==> config.mk <==
export PLATFORM = sky130hd
export DESIGN_NAME = sd_clkgen
export DESIGN_NICKNAME = d
export VERILOG_FILES = /design/src/rtl/sd_clkgen_pkg.sv /design/src/rtl/sd_clkgen_cfg.sv /design/src/rtl/sd_clkgen_div.sv /design/src/rtl/sd_clkgen_tmo.sv /design/src/rtl/sd_clkgen.sv
export SDC_FILE = /design/constraint.sdc
export NUM_CORES = 1
export LEC_CHECK = 0
export CAP_MARGIN = 40
export CORE_ASPECT_RATIO = 0.8
export CORE_MARGIN = 5
export CORE_UTILIZATION = 57
export DETAILED_ROUTE_END_ITERATION = 12
export DONT_BUFFER_PORTS = 1
export PLACE_DENSITY = 0.75
export RECOVER_POWER = 50
export SLEW_MARGIN = 20
export SYNTH_ARGS = -nofsm -noshare
export SYNTH_HDL_FRONTEND = slang
export SYNTH_SLANG_ARGS = --single-unit
==> constraint.sdc <==
create_clock -name clk -period 3 [get_ports clk]
set_clock_uncertainty 0.2 [all_clocks]
set_input_delay 0.3 -clock clk [delete_from_list [all_inputs] [get_ports clk]]
set_output_delay 0.3 -clock clk [all_outputs]
set_load 0.02 [all_outputs]
==> src/rtl/sd_clkgen_pkg.sv <==
package sd_clkgen_pkg;
  localparam int SDC_PRE_W  = 8;  // prescaler code width
  localparam int SDC_LIN_W  = 4;  // linear divisor code width
  localparam int SDC_TMO_W  = 4;  // timeout code width
  localparam int SDC_GATE_N = 3;  // number of gate enables

  // gate bit positions
  localparam int GATE_IF   = 0;
  localparam int GATE_HOST = 1;
  localparam int GATE_PER  = 2;

  typedef struct packed {
    logic [SDC_PRE_W-1:0] pre;
    logic [SDC_LIN_W-1:0] lin;
    logic [SDC_TMO_W-1:0] tmo;
  } div_cfg_t;
endpackage

==> src/rtl/sd_clkgen_cfg.sv <==
module sd_clkgen_cfg
  import sd_clkgen_pkg::*;
(
  input  logic                    clk,
  input  logic                    rst,
  input  logic                    cfg_we,
  input  logic [SDC_PRE_W-1:0]    cfg_prescale,
  input  logic [SDC_LIN_W-1:0]    cfg_divisor,
  input  logic [SDC_TMO_W-1:0]    cfg_timeout,
  input  logic [SDC_GATE_N-1:0]   cfg_gate,
  output logic                    run,
  output div_cfg_t                act
);
  div_cfg_t              cfg_q;
  logic [SDC_GATE_N-1:0] gate_q;

  // Software-visible configuration word.
  always_ff @(posedge clk) begin
    if (rst) begin
      cfg_q  <= '0;
      gate_q <= '0;
    end else if (cfg_we) begin
      cfg_q.pre <= cfg_prescale;
      cfg_q.lin <= cfg_divisor;
      cfg_q.tmo <= cfg_timeout;
      gate_q    <= cfg_gate;
    end
  end

  // Run needs every gate. The shadow copy follows the config only while stopped.
  always_ff @(posedge clk) begin
    if (rst) begin
      run <= 1'b0;
      act <= '0;
    end else begin
      run <= &gate_q;
      if (!run) act <= cfg_q;
    end
  end

  // the active settings are frozen for as long as the divider keeps running
  assert_shadow_frozen_R7: assert property (@(posedge clk) disable iff (rst)
    (run && $past(run)) |-> $stable(act));
endmodule

==> src/rtl/sd_clkgen_div.sv <==
module sd_clkgen_div
  import sd_clkgen_pkg::*;
(
  input  logic                 clk,
  input  logic                 rst,
  input  logic                 run,
  input  logic [SDC_PRE_W-1:0] pre_code,
  input  logic [SDC_LIN_W-1:0] lin_code,
  output logic                 sdclk_en
);
  localparam int SHIFT_W = $clog2(SDC_PRE_W + 1);
  localparam int MASK_W  = SDC_PRE_W + 1;

  // Prescale shift: 0 for code zero, otherwise 1 + index of highest set bit.
  function automatic logic [SHIFT_W-1:0] pre_shift(input logic [SDC_PRE_W-1:0] code);
    logic [SHIFT_W-1:0] s;
    s = '0;
    for (int i = 0; i < SDC_PRE_W; i++)
      if (code[i]) s = SHIFT_W'(i + 1);
    return s;
  endfunction

  logic [SHIFT_W-1:0]   shift;
  logic [MASK_W-1:0]    pre_last;
  logic [SDC_PRE_W-1:0] pre_cnt;
  logic [SDC_LIN_W-1:0] lin_cnt;
  logic                 pre_tick;
  logic                 lin_wrap;

  always_comb begin
    shift    = pre_shift(pre_code);
    pre_last = (MASK_W'(1) << shift) - MASK_W'(1);
    pre_tick = ({1'b0, pre_cnt} == pre_last);
    lin_wrap = pre_tick && (lin_cnt == lin_code);
  end

  always_ff @(posedge clk) begin
    if (rst || !run) begin
      pre_cnt  <= '0;
      lin_cnt  <= '0;
      sdclk_en <= 1'b0;
    end else begin
      pre_cnt  <= pre_tick ? '0 : pre_cnt + 1'b1;
      if (pre_tick)
        lin_cnt <= (lin_cnt == lin_code) ? '0 : lin_cnt + 1'b1;
      sdclk_en <= lin_wrap;
    end
  end

  // no enable pulse once the divider is stopped
  assert_stop_quiet_R6: assert property (@(posedge clk) disable iff (rst)
    !run |=> !sdclk_en);

  // pulses are single-cycle whenever the total ratio exceeds one
  assert_single_pulse_R5: assert property (@(posedge clk) disable iff (rst)
    (sdclk_en && run && (shift != '0 || lin_code != '0)) |=> !sdclk_en);
endmodule

==> src/rtl/sd_clkgen_tmo.sv <==
module sd_clkgen_tmo
  import sd_clkgen_pkg::*;
#(
  parameter int BASE_LOG2 = 13
)(
  input  logic                 clk,
  input  logic                 rst,
  input  logic                 sd_tick,
  input  logic                 start,
  input  logic [SDC_TMO_W-1:0] code,
  output logic                 expired
);
  localparam int CODE_MAX = (1 << SDC_TMO_W) - 2;
  localparam int CNT_W    = BASE_LOG2 + CODE_MAX + 1;

  logic [SDC_TMO_W-1:0] code_eff;
  logic [CNT_W-1:0]     last;
  logic [CNT_W-1:0]     cnt;
  logic                 armed;

  always_comb begin
    code_eff = (int'(code) > CODE_MAX) ? SDC_TMO_W'(CODE_MAX) : code;
    last     = (CNT_W'(1) << (BASE_LOG2 + int'(code_eff))) - CNT_W'(1);
  end

  always_ff @(posedge clk) begin
    if (rst) begin
      cnt     <= '0;
      armed   <= 1'b0;
      expired <= 1'b0;
    end else if (start) begin
      cnt     <= '0;
      armed   <= 1'b1;
      expired <= 1'b0;
    end else if (armed && sd_tick) begin
      if (cnt == last) begin
        cnt     <= '0;
        armed   <= 1'b0;
        expired <= 1'b1;
      end else begin
        cnt <= cnt + 1'b1;
      end
    end
  end

  // the expiry flag holds until a start strobe
  assert_expired_sticky_R9: assert property (@(posedge clk) disable iff (rst)
    (expired && !start) |=> expired);

  // a start strobe clears the flag in the following cycle
  assert_start_clears_R9: assert property (@(posedge clk) disable iff (rst)
    start |=> !expired);

  // the flag can only rise on a counted SD clock pulse
  assert_rise_on_tick_R8: assert property (@(posedge clk) disable iff (rst)
    (!expired && !(armed && sd_tick)) |=> !expired);
endmodule

==> src/rtl/sd_clkgen.sv <==
module sd_clkgen
  import sd_clkgen_pkg::*;
#(
  parameter int TMO_BASE_LOG2 = 13
)(
  input  logic                  clk,
  input  logic                  rst,
  input  logic                  cfg_we,
  input  logic [SDC_PRE_W-1:0]  cfg_prescale,
  input  logic [SDC_LIN_W-1:0]  cfg_divisor,
  input  logic [SDC_TMO_W-1:0]  cfg_timeout,
  input  logic [SDC_GATE_N-1:0] cfg_gate,
  input  logic                  data_start,
  output logic                  sdclk_en,
  output logic                  tmo_expired
);
  logic     run;
  div_cfg_t act;

  sd_clkgen_cfg u_cfg (
    .clk          (clk),
    .rst          (rst),
    .cfg_we       (cfg_we),
    .cfg_prescale (cfg_prescale),
    .cfg_divisor  (cfg_divisor),
    .cfg_timeout  (cfg_timeout),
    .cfg_gate     (cfg_gate),
    .run          (run),
    .act          (act)
  );

  sd_clkgen_div u_div (
    .clk      (clk),
    .rst      (rst),
    .run      (run),
    .pre_code (act.pre),
    .lin_code (act.lin),
    .sdclk_en (sdclk_en)
  );

  sd_clkgen_tmo #(.BASE_LOG2(TMO_BASE_LOG2)) u_tmo (
    .clk     (clk),
    .rst     (rst),
    .sd_tick (sdclk_en),
    .start   (data_start),
    .code    (act.tmo),
    .expired (tmo_expired)
  );

  // outputs are quiet in the cycle after reset
  assert_reset_quiet_R1: assert property (@(posedge clk)
    $past(rst) |-> (!sdclk_en && !tmo_expired));
endmodule

## Yosys cells after proc, flatten, opt, wreduce, memory -nomap -nowiden

Cells that the tools add are included.

| storage, ports and cells | value |
|---|---|
| word-level logic and storage cells | 51 |
| input bits | 23 |
| register bits after elaboration | 79 |
| output and inout port bits | 2 |

| cells by class | value |
|---|---|
| magnitude comparators | 1 |
| reduce and logical (&&, ||, !) cells | 11 |
| shift operators | 2 |
| equality and inequality tests | 3 |
| add/subtract/negate cells | 6 |
| multiplexer cells | 14 |

Operator list:

| kind | count |
|---|---|
| $shl A1 B32 Y28 const A | 1 |
| $add A28 B1 Y28 const B | 1 |
| $eq A28 B28 Y1 | 1 |
| $mux W28 | 1 |
| $sub A28 B2 Y28 const B | 1 |
| $mux W3 | 4 |
| $mux W4 | 3 |
| $eq A8 B9 Y1 | 1 |
| $shl A1 B4 Y9 const A | 1 |
| $sub A9 B2 Y9 const B | 1 |
| $add A8 B1 Y8 const B | 1 |
| $add A4 B4 Y5 const A | 1 |
| $add A4 B1 Y4 const B | 1 |
| $eq A4 B4 Y1 | 1 |
| $gt A4 B4 Y1 const B | 1 |
| $mux W1 | 4 |
| $mux W2 | 2 |
| $reduce_and A2 Y1 | 2 |
| $reduce_bool A2 Y1 | 2 |
| $reduce_or A2 Y1 | 2 |
| $reduce_and A3 Y1 | 1 |
| $logic_and A1 B1 Y1 | 2 |
| $logic_not A1 Y1 | 1 |
| $logic_or A1 B1 Y1 | 1 |

## Logic depth before layout (Yosys ltp)

| depth | value |
|---|---|
| depth in word-level cells | 12 |
| depth in mapped cells | 12 |
| depth with buffers taken out | 11 |

## Hierarchy

From an unflattened synthesis, not the netlist that was laid out.

| second synthesis, totals | value |
|---|---|
| cells, all modules | 455 |
| area, all modules | 4211.5 um2 |

Modules (own cells, without submodules):

| module | times used | area an instance (um2) | cells an instance | seq. area each (um2) |
|---|---|---|---|---|
| sd_clkgen_tmo | 1 | 2050.7 | 240 | 600.6 |
| sd_clkgen_cfg | 1 | 1288.7 | 115 | 720.7 |
| sd_clkgen_div | 1 | 872.1 | 100 | 260.2 |

## Worst setup path before layout

Ideal clock, no wire load.

| timing | value |
|---|---|
| kind | register -> register |
| start point | register, netlist name u_cfg.act[9] |
| end point | register u_div.lin_cnt[2] |
| arrival time | 2.928 ns |
| period minus slack after synthesis | 3.243 ns |
| path buffers | 1 |
| slack | -0.243 ns |
| setup time | 0.115 ns |
| cell stages (with the launch flop) | 12 |
| required time | 2.685 ns |
| cells stage by stage | dfxtp_1 or4_4 nor2_4 nand2_1 ha_1 clkbuf_1 or4b_2 o211ai_1 xnor2_1 o31ai_2 o31a_2 o21ba_2 |

| between the ends | value |
|---|---|
| word-level cells in the longest chain between the ends | 10 |

Ends and longest elaborated chain:

| element | line | source |
|---|---|---|
| $mux W2 (2 in a row) | sd_clkgen_div.sv:19 | `if (code[i]) s = SHIFT_W'(i + 1);` |
| $mux W3 (4 in a row) | sd_clkgen_div.sv:19 |  |
| $mux W4 | sd_clkgen_div.sv:19 |  |
| $shl A1 B4 Y9 | sd_clkgen_div.sv:32 | `pre_last = (MASK_W'(1) << shift) - MASK_W'(1);` |
| $sub A9 B2 Y9 | sd_clkgen_div.sv:32 |  |
| $eq A8 B9 Y1 | sd_clkgen_div.sv:33 | `pre_tick = ({1'b0, pre_cnt} == pre_last);` |
| end signal, assigned | sd_clkgen_div.sv:45 | `lin_cnt <= (lin_cnt == lin_code) ? '0 : lin_cnt + 1'b1;` |
| end, declared | sd_clkgen_div.sv:26 | `logic [SDC_LIN_W-1:0] lin_cnt;` |

No other way between the ends.
A chain may end at the register's enable or synchronous reset.

## Final worst setup path

| timing | value |
|---|---|
| start point | register, netlist name u_cfg.act[10] |
| end point | register u_div.lin_cnt[0] |

| between the ends | value |
|---|---|
| word-level cells in the longest chain between the ends | 9 |

Ends and longest elaborated chain:

| element | line |
|---|---|
| $mux W2 | sd_clkgen_div.sv:19 |
| $mux W3 (4 in a row) | sd_clkgen_div.sv:19 |
| $mux W4 | sd_clkgen_div.sv:19 |
| $shl A1 B4 Y9 | sd_clkgen_div.sv:32 |
| $sub A9 B2 Y9 | sd_clkgen_div.sv:32 |
| $eq A8 B9 Y1 | sd_clkgen_div.sv:33 |

No other way between the ends.

==> results_tabular.tex <==
\begin{tabular}{lr}
\hline
Metric & Value \\
\hline
\multicolumn{2}{l}{\textbf{STA}} \\
\quad Worst hold slack after final layout & between 0.01 and 0.015 ns \\
\quad Tightest slew margin relative to the limit & a little over half \\
\quad Peak clock frequency supported by timing & 0.328 GHz \\
\quad Portion of the clock cycle consumed by the worst path in the final layout & 102\% \\
\quad Setup WS post-layout & -0.0483 ns \\
\quad Total of endpoints with negative setup slack in the final report & 12 \\
\quad Final Hold Viols & 0 \\
\quad Worst Max-Slew Pin Slew & just over 0.7 ns \\
\quad Max-slew violation count & 0 \\
\quad Period minus WS final & $\sim$3 ns \\
\quad Setup repair after global routing missed its margin & yes \\
\multicolumn{2}{l}{\textbf{Power and ir drop}} \\
\quad Internal & 1720 uW \\
\quad Static leakage & approximately 0.0019 uW \\
\quad Net switching power of the design & between 600 and 700 uW \\
\quad Total Power Consumption & between 2000 and 2500 uW \\
\quad Combinational group share of total power & about 14\% \\
\quad Relative contribution of sequential cells to total power & a little under half \\
\quad Clock power frac & about two fifths \\
\quad Max IR drop VDD & 336 uV \\
\quad Sw Ratio & roughly a quarter \\
\quad Cell area power density & between 400 and 500 nW/um\^{}2 \\
\multicolumn{2}{l}{\textbf{Global routing}} \\
\quad Global-route wire length before repair & $\sim$19,000 um \\
\quad Via count of the first global-routing pass & approximately 3,800 \\
\quad GRT Total Usage & between 20 and 30\% \\
\quad Initial antenna violation count & 0 \\
\quad Pin count of the biggest net entering global routing & 39 \\
\quad Congestion Overflow GR & 0 \\
\multicolumn{2}{l}{\textbf{Logic synthesis}} \\
\quad Largest family of logic cells by synthesized area & simple AND/OR/NAND/NOR gates \\
\quad Flip-flop cell with the highest count after synthesis & sky130\_fd\_sc\_hd\_\_dfxtp\_1 \\
\quad Part of the Yosys area used for sequential elements & around two fifths \\
\quad Multiplexer share of the synthesized area & just under 9\% \\
\quad Number of distinct library cells after synthesis & 65 \\
\quad Parity-gate share of the synthesized area counting xor and xnor cells & under 10\% \\
\quad Leading cell types by count after synthesis & sky130\_fd\_sc\_hd\_\_dfxtp\_1 (79), sky130\_fd\_sc\_hd\_\_nor2\_1 (58), sky130\_fd\_sc\_hd\_\_nor3\_1 (46), sky130\_fd\_sc\_hd\_\_mux2i\_1 (36) \\
\quad Post-synthesis area per instance & about 8.5 um\^{}2 \\
\quad Post-synthesis async set-or-reset flop share & 0\% \\
\quad Synthesized-area fraction occupied by ao, oa, aoi and oai cells & 10.3\% \\
\quad Cell area after synthesis & approximately 4200 um\^{}2 \\
\quad Area share of fa/ha/maj cells after synthesis & roughly 1.5\% \\
\quad Most numerous cell in the Yosys netlist & sky130\_fd\_sc\_hd\_\_dfxtp\_1 \\
\quad Mapped Cells & $\sim$490 \\
\quad Share of the synthesized area in the top cell type & 38.0\% \\
\quad Warnings from Yosys & 0 \\
\quad Cell taking the most area after synthesis & sky130\_fd\_sc\_hd\_\_dfxtp\_1 \\
\quad Cells taking the most area after synthesis & sky130\_fd\_sc\_hd\_\_dfxtp\_1 (38\%), sky130\_fd\_sc\_hd\_\_mux2i\_1 (8.7\%), sky130\_fd\_sc\_hd\_\_nor3\_1 (5.5\%) \\
\quad Number of synthesized register bits & 79 \\
\quad Synth Area in Simple Gates & $\sim$28\% \\
\quad Number of flops mapped to enable cells by yosys & 0 \\
\multicolumn{2}{l}{\textbf{Placed design}} \\
\quad Detail Placement HPWL & between 6000 and 7000 um \\
\quad Final GP Congestion & around 1.0 \\
\quad Placed cell area & approximately 4400 um\^{}2 \\
\quad Number of buffer cells added on primary ports & 0 \\
\quad Cell count after placement & between 500 and 600 \\
\multicolumn{2}{l}{\textbf{Cells and area}} \\
\quad Relative area change from synthesis to final layout & 21.4\% \\
\quad Post-Layout Cell Count & around 630 \\
\quad Finished Cell Area & 5050 um\^{}2 \\
\quad Net count of the finished layout & 564 \\
\quad Number of antenna diodes & 0 \\
\quad Proportion of layout cells with a drive suffix above 1 & about an eighth \\
\quad Core Util, Final & about 72\% \\
\multicolumn{2}{l}{\textbf{Detailed routing}} \\
\quad Total Routed Length & roughly 11,000 um \\
\quad Number of detailed-route iterations in the first pass & 6 \\
\quad Initial DRC Count & 423 \\
\quad Routed WL per cell & between 15 and 20 um \\
\quad DR vias/cell & around 6.1 \\
\quad Post-detailed-route DRC marker count & 0 \\
\quad Count of vias placed by the detailed router & roughly 3,800 \\
\quad Post-route antenna net violation count & 0 \\
\multicolumn{2}{l}{\textbf{Flow run}} \\
\quad Max-cap violations & 0 \\
\multicolumn{2}{l}{\textbf{Floorplan}} \\
\quad CORE AREA & 6990 um\^{}2 \\
\quad Effective utilization at floorplan & approximately 59\% \\
\quad Die area & 9120 um\^{}2 \\
\quad Io pins & 25 \\
\quad Width of the die & 106 um \\
\quad Row cnt & 27 \\
\quad DIE HEIGHT & a little under 90 um \\
\multicolumn{2}{l}{\textbf{Min path}} \\
\quad Hold path startpoint & rst \\
\quad HP Class & in2reg \\
\multicolumn{2}{l}{\textbf{Status}} \\
\quad Run status & finished, violations left \\
\quad Failing checks & negative setup slack \\
\multicolumn{2}{l}{\textbf{Clock network}} \\
\quad CTS buffer count & 9 \\
\quad Bufs on Longest Clock Path & 2 \\
\quad Number of sinks handled by clock tree synthesis & 79 \\
\quad Depth of the CTS H-tree & 3 \\
\quad Clock slew seen by the registers of the worst setup and hold paths & about 0.090 ns \\
\quad Clock insertion delay at the later pin of the skew report & approximately 0.36 ns \\
\quad TritonCTS clock tree & yes \\
\quad CTS root buf & sky130\_fd\_sc\_hd\_\_clkbuf\_8 \\
\multicolumn{2}{l}{\textbf{Critical path}} \\
\quad Critical path data arrival time & around 3.1 ns \\
\quad Crit path capture type & flip-flop \\
\quad Kind of start point of the critical path & flip-flop \\
\quad Required @ worst endpoint & just over 3 ns \\
\quad Startpoint of the lowest-slack register-to-register path & u\_cfg.act[10]\$\_SDFFE\_PP0N\_ \\
\quad Worst Setup SP & u\_cfg.act[10]\$\_SDFFE\_PP0N\_ \\
\quad Largest driver fanout on the critical path & 5 \\
\quad Type of the setup path with the least slack & reg2reg \\
\hline
\end{tabular}
cells in the final DEF, fill, tap and decap left out, types with 17 or more instances in the layout:
master | netlist | routed
sky130_fd_sc_hd__buf_4 | 0 | 28
sky130_fd_sc_hd__mux2i_1 | 36 | 36
sky130_fd_sc_hd__dfxtp_1 | 79 | 78
sky130_fd_sc_hd__nor3_1 | 46 | 46
sky130_fd_sc_hd__xnor2_1 | 22 | 22
sky130_fd_sc_hd__nand3_1 | 17 | 17
sky130_fd_sc_hd__nor2_1 | 58 | 58
sky130_fd_sc_hd__dlygate4sd3_1 | 0 | 38
sky130_fd_sc_hd__nand2_1 | 29 | 27
sky130_fd_sc_hd__xor2_1 | 24 | 24
layout make-up:
| type | count | area [um^2] |
|---|---|---|
| multi-input combinational | 370 | 2460 |
| fill | 487 | 1940 |
| sequential | 79 | 1580 |
| timing repair buffer | 71 | 651 |
| clock buffer | 9 | 124 |
| tap | 87 | 109 |
| clock inverter | 7 | 103 |
| inverter | 5 | 18.8 |
routing by layer:
layer	GRT usage [%]	up-vias	wire, um
li1	-	1839	-
met5	0	-	0
met1	33.9	1803	4980
met3	6.63	32	953
met4	7.65	0	249
met2	40.2	170	4950
registers in the layout, indices dropped and copies added (netlist names):
| signal | flops |
|---|---|
| u_cfg.run | 1 |
| u_tmo.armed | 1 |
| u_div.pre_cnt | 8 |
| u_cfg.act | 16 |
| u_tmo.expired | 1 |
| u_cfg.cfg_q | 16 |
| u_tmo.cnt | 28 |
| u_div.lin_cnt | 4 |
| u_cfg.gate_q | 3 |
| u_div.sdclk_en | 1 |
path summary, 6_finish.rpt:
path / to / slack (ns) / cells after the start
hold reg to reg: u_div.lin_cnt[3]$_SDFFE_PP0P_ / 0.31 / 2
setup reg to reg: u_div.lin_cnt[0]$_SDFFE_PP0P_ / -0.05 / 9
setup / recovery: u_div.lin_cnt[0]$_SDFFE_PP0P_ / -0.05 / 9
hold / removal: u_cfg.gate_q[0]$_SDFFE_PP0P_ / 0.01 / 2
cell families (layout without fill, tap and decap cells):
| group | after synthesis | after routing |
|---|---|---|
| other | 1 | 2 |
| muxes | 36 | 36 |
| AOI/OAI and AO/OA | 59 | 59 |
| xor gates and xnor gates | 46 | 46 |
| adders and majority gates | 5 | 5 |
| and+or+nand+nor | 222 | 222 |
| buffers and inverters | 39 | 92 |
| DFF | 79 | 79 |
repair_timing:
action | 4_1_cts | 5_1_grt
pin swaps | 5 | 4
endpoints found under the setup margin | 4 | 13
hold buffers | 39 | 0
gates cloned | 1 | 0
gates resized for setup | 3 | 4
buffers inserted | 3 | 1
hold endpoints to repair | 40 | 0
critical path: stages, from the launching register on:
cell and delay [ns]:
sky130_fd_sc_hd__dfxtp_2 0.33, sky130_fd_sc_hd__or4_4 0.55, sky130_fd_sc_hd__nor2_4 0.14, sky130_fd_sc_hd__nand2_2 0.08
sky130_fd_sc_hd__ha_4 0.27, sky130_fd_sc_hd__xor2_1 0.12, sky130_fd_sc_hd__nand2_1 0.10, sky130_fd_sc_hd__or4_1 0.56
sky130_fd_sc_hd__or4_1 0.50, sky130_fd_sc_hd__a21oi_1 0.13
power by group through the flow:
| stage | logic [uW] | clock network (uW) | registers (uW) |
|---|---|---|---|
| 2_1_floorplan | 181 | 0 | 1110 |
| 3_3_place_gp | 212 | 0 | 1110 |
| 3_5_place_dp | 218 | 0 | 1120 |
| 4_1_cts | 293 | 929 | 1090 |
| 5_1_grt | 351 | 983 | 1100 |
| 6_report | 322 | 924 | 1090 |
per-stage QoR:
| stage | TNS [ns] | worst slack, ns |
|---|---|---|
| floorplan | -0.123 | -0.0895 |
| global placement | 0 | 0.00575 |
| detailed placement | -0.0909 | -0.0522 |
| CTS | -0.199 | -0.0432 |
| global route | -1.79 | -0.163 |
| finish | -0.282 | -0.0483 |
Power figures use the tool's default switching activity.
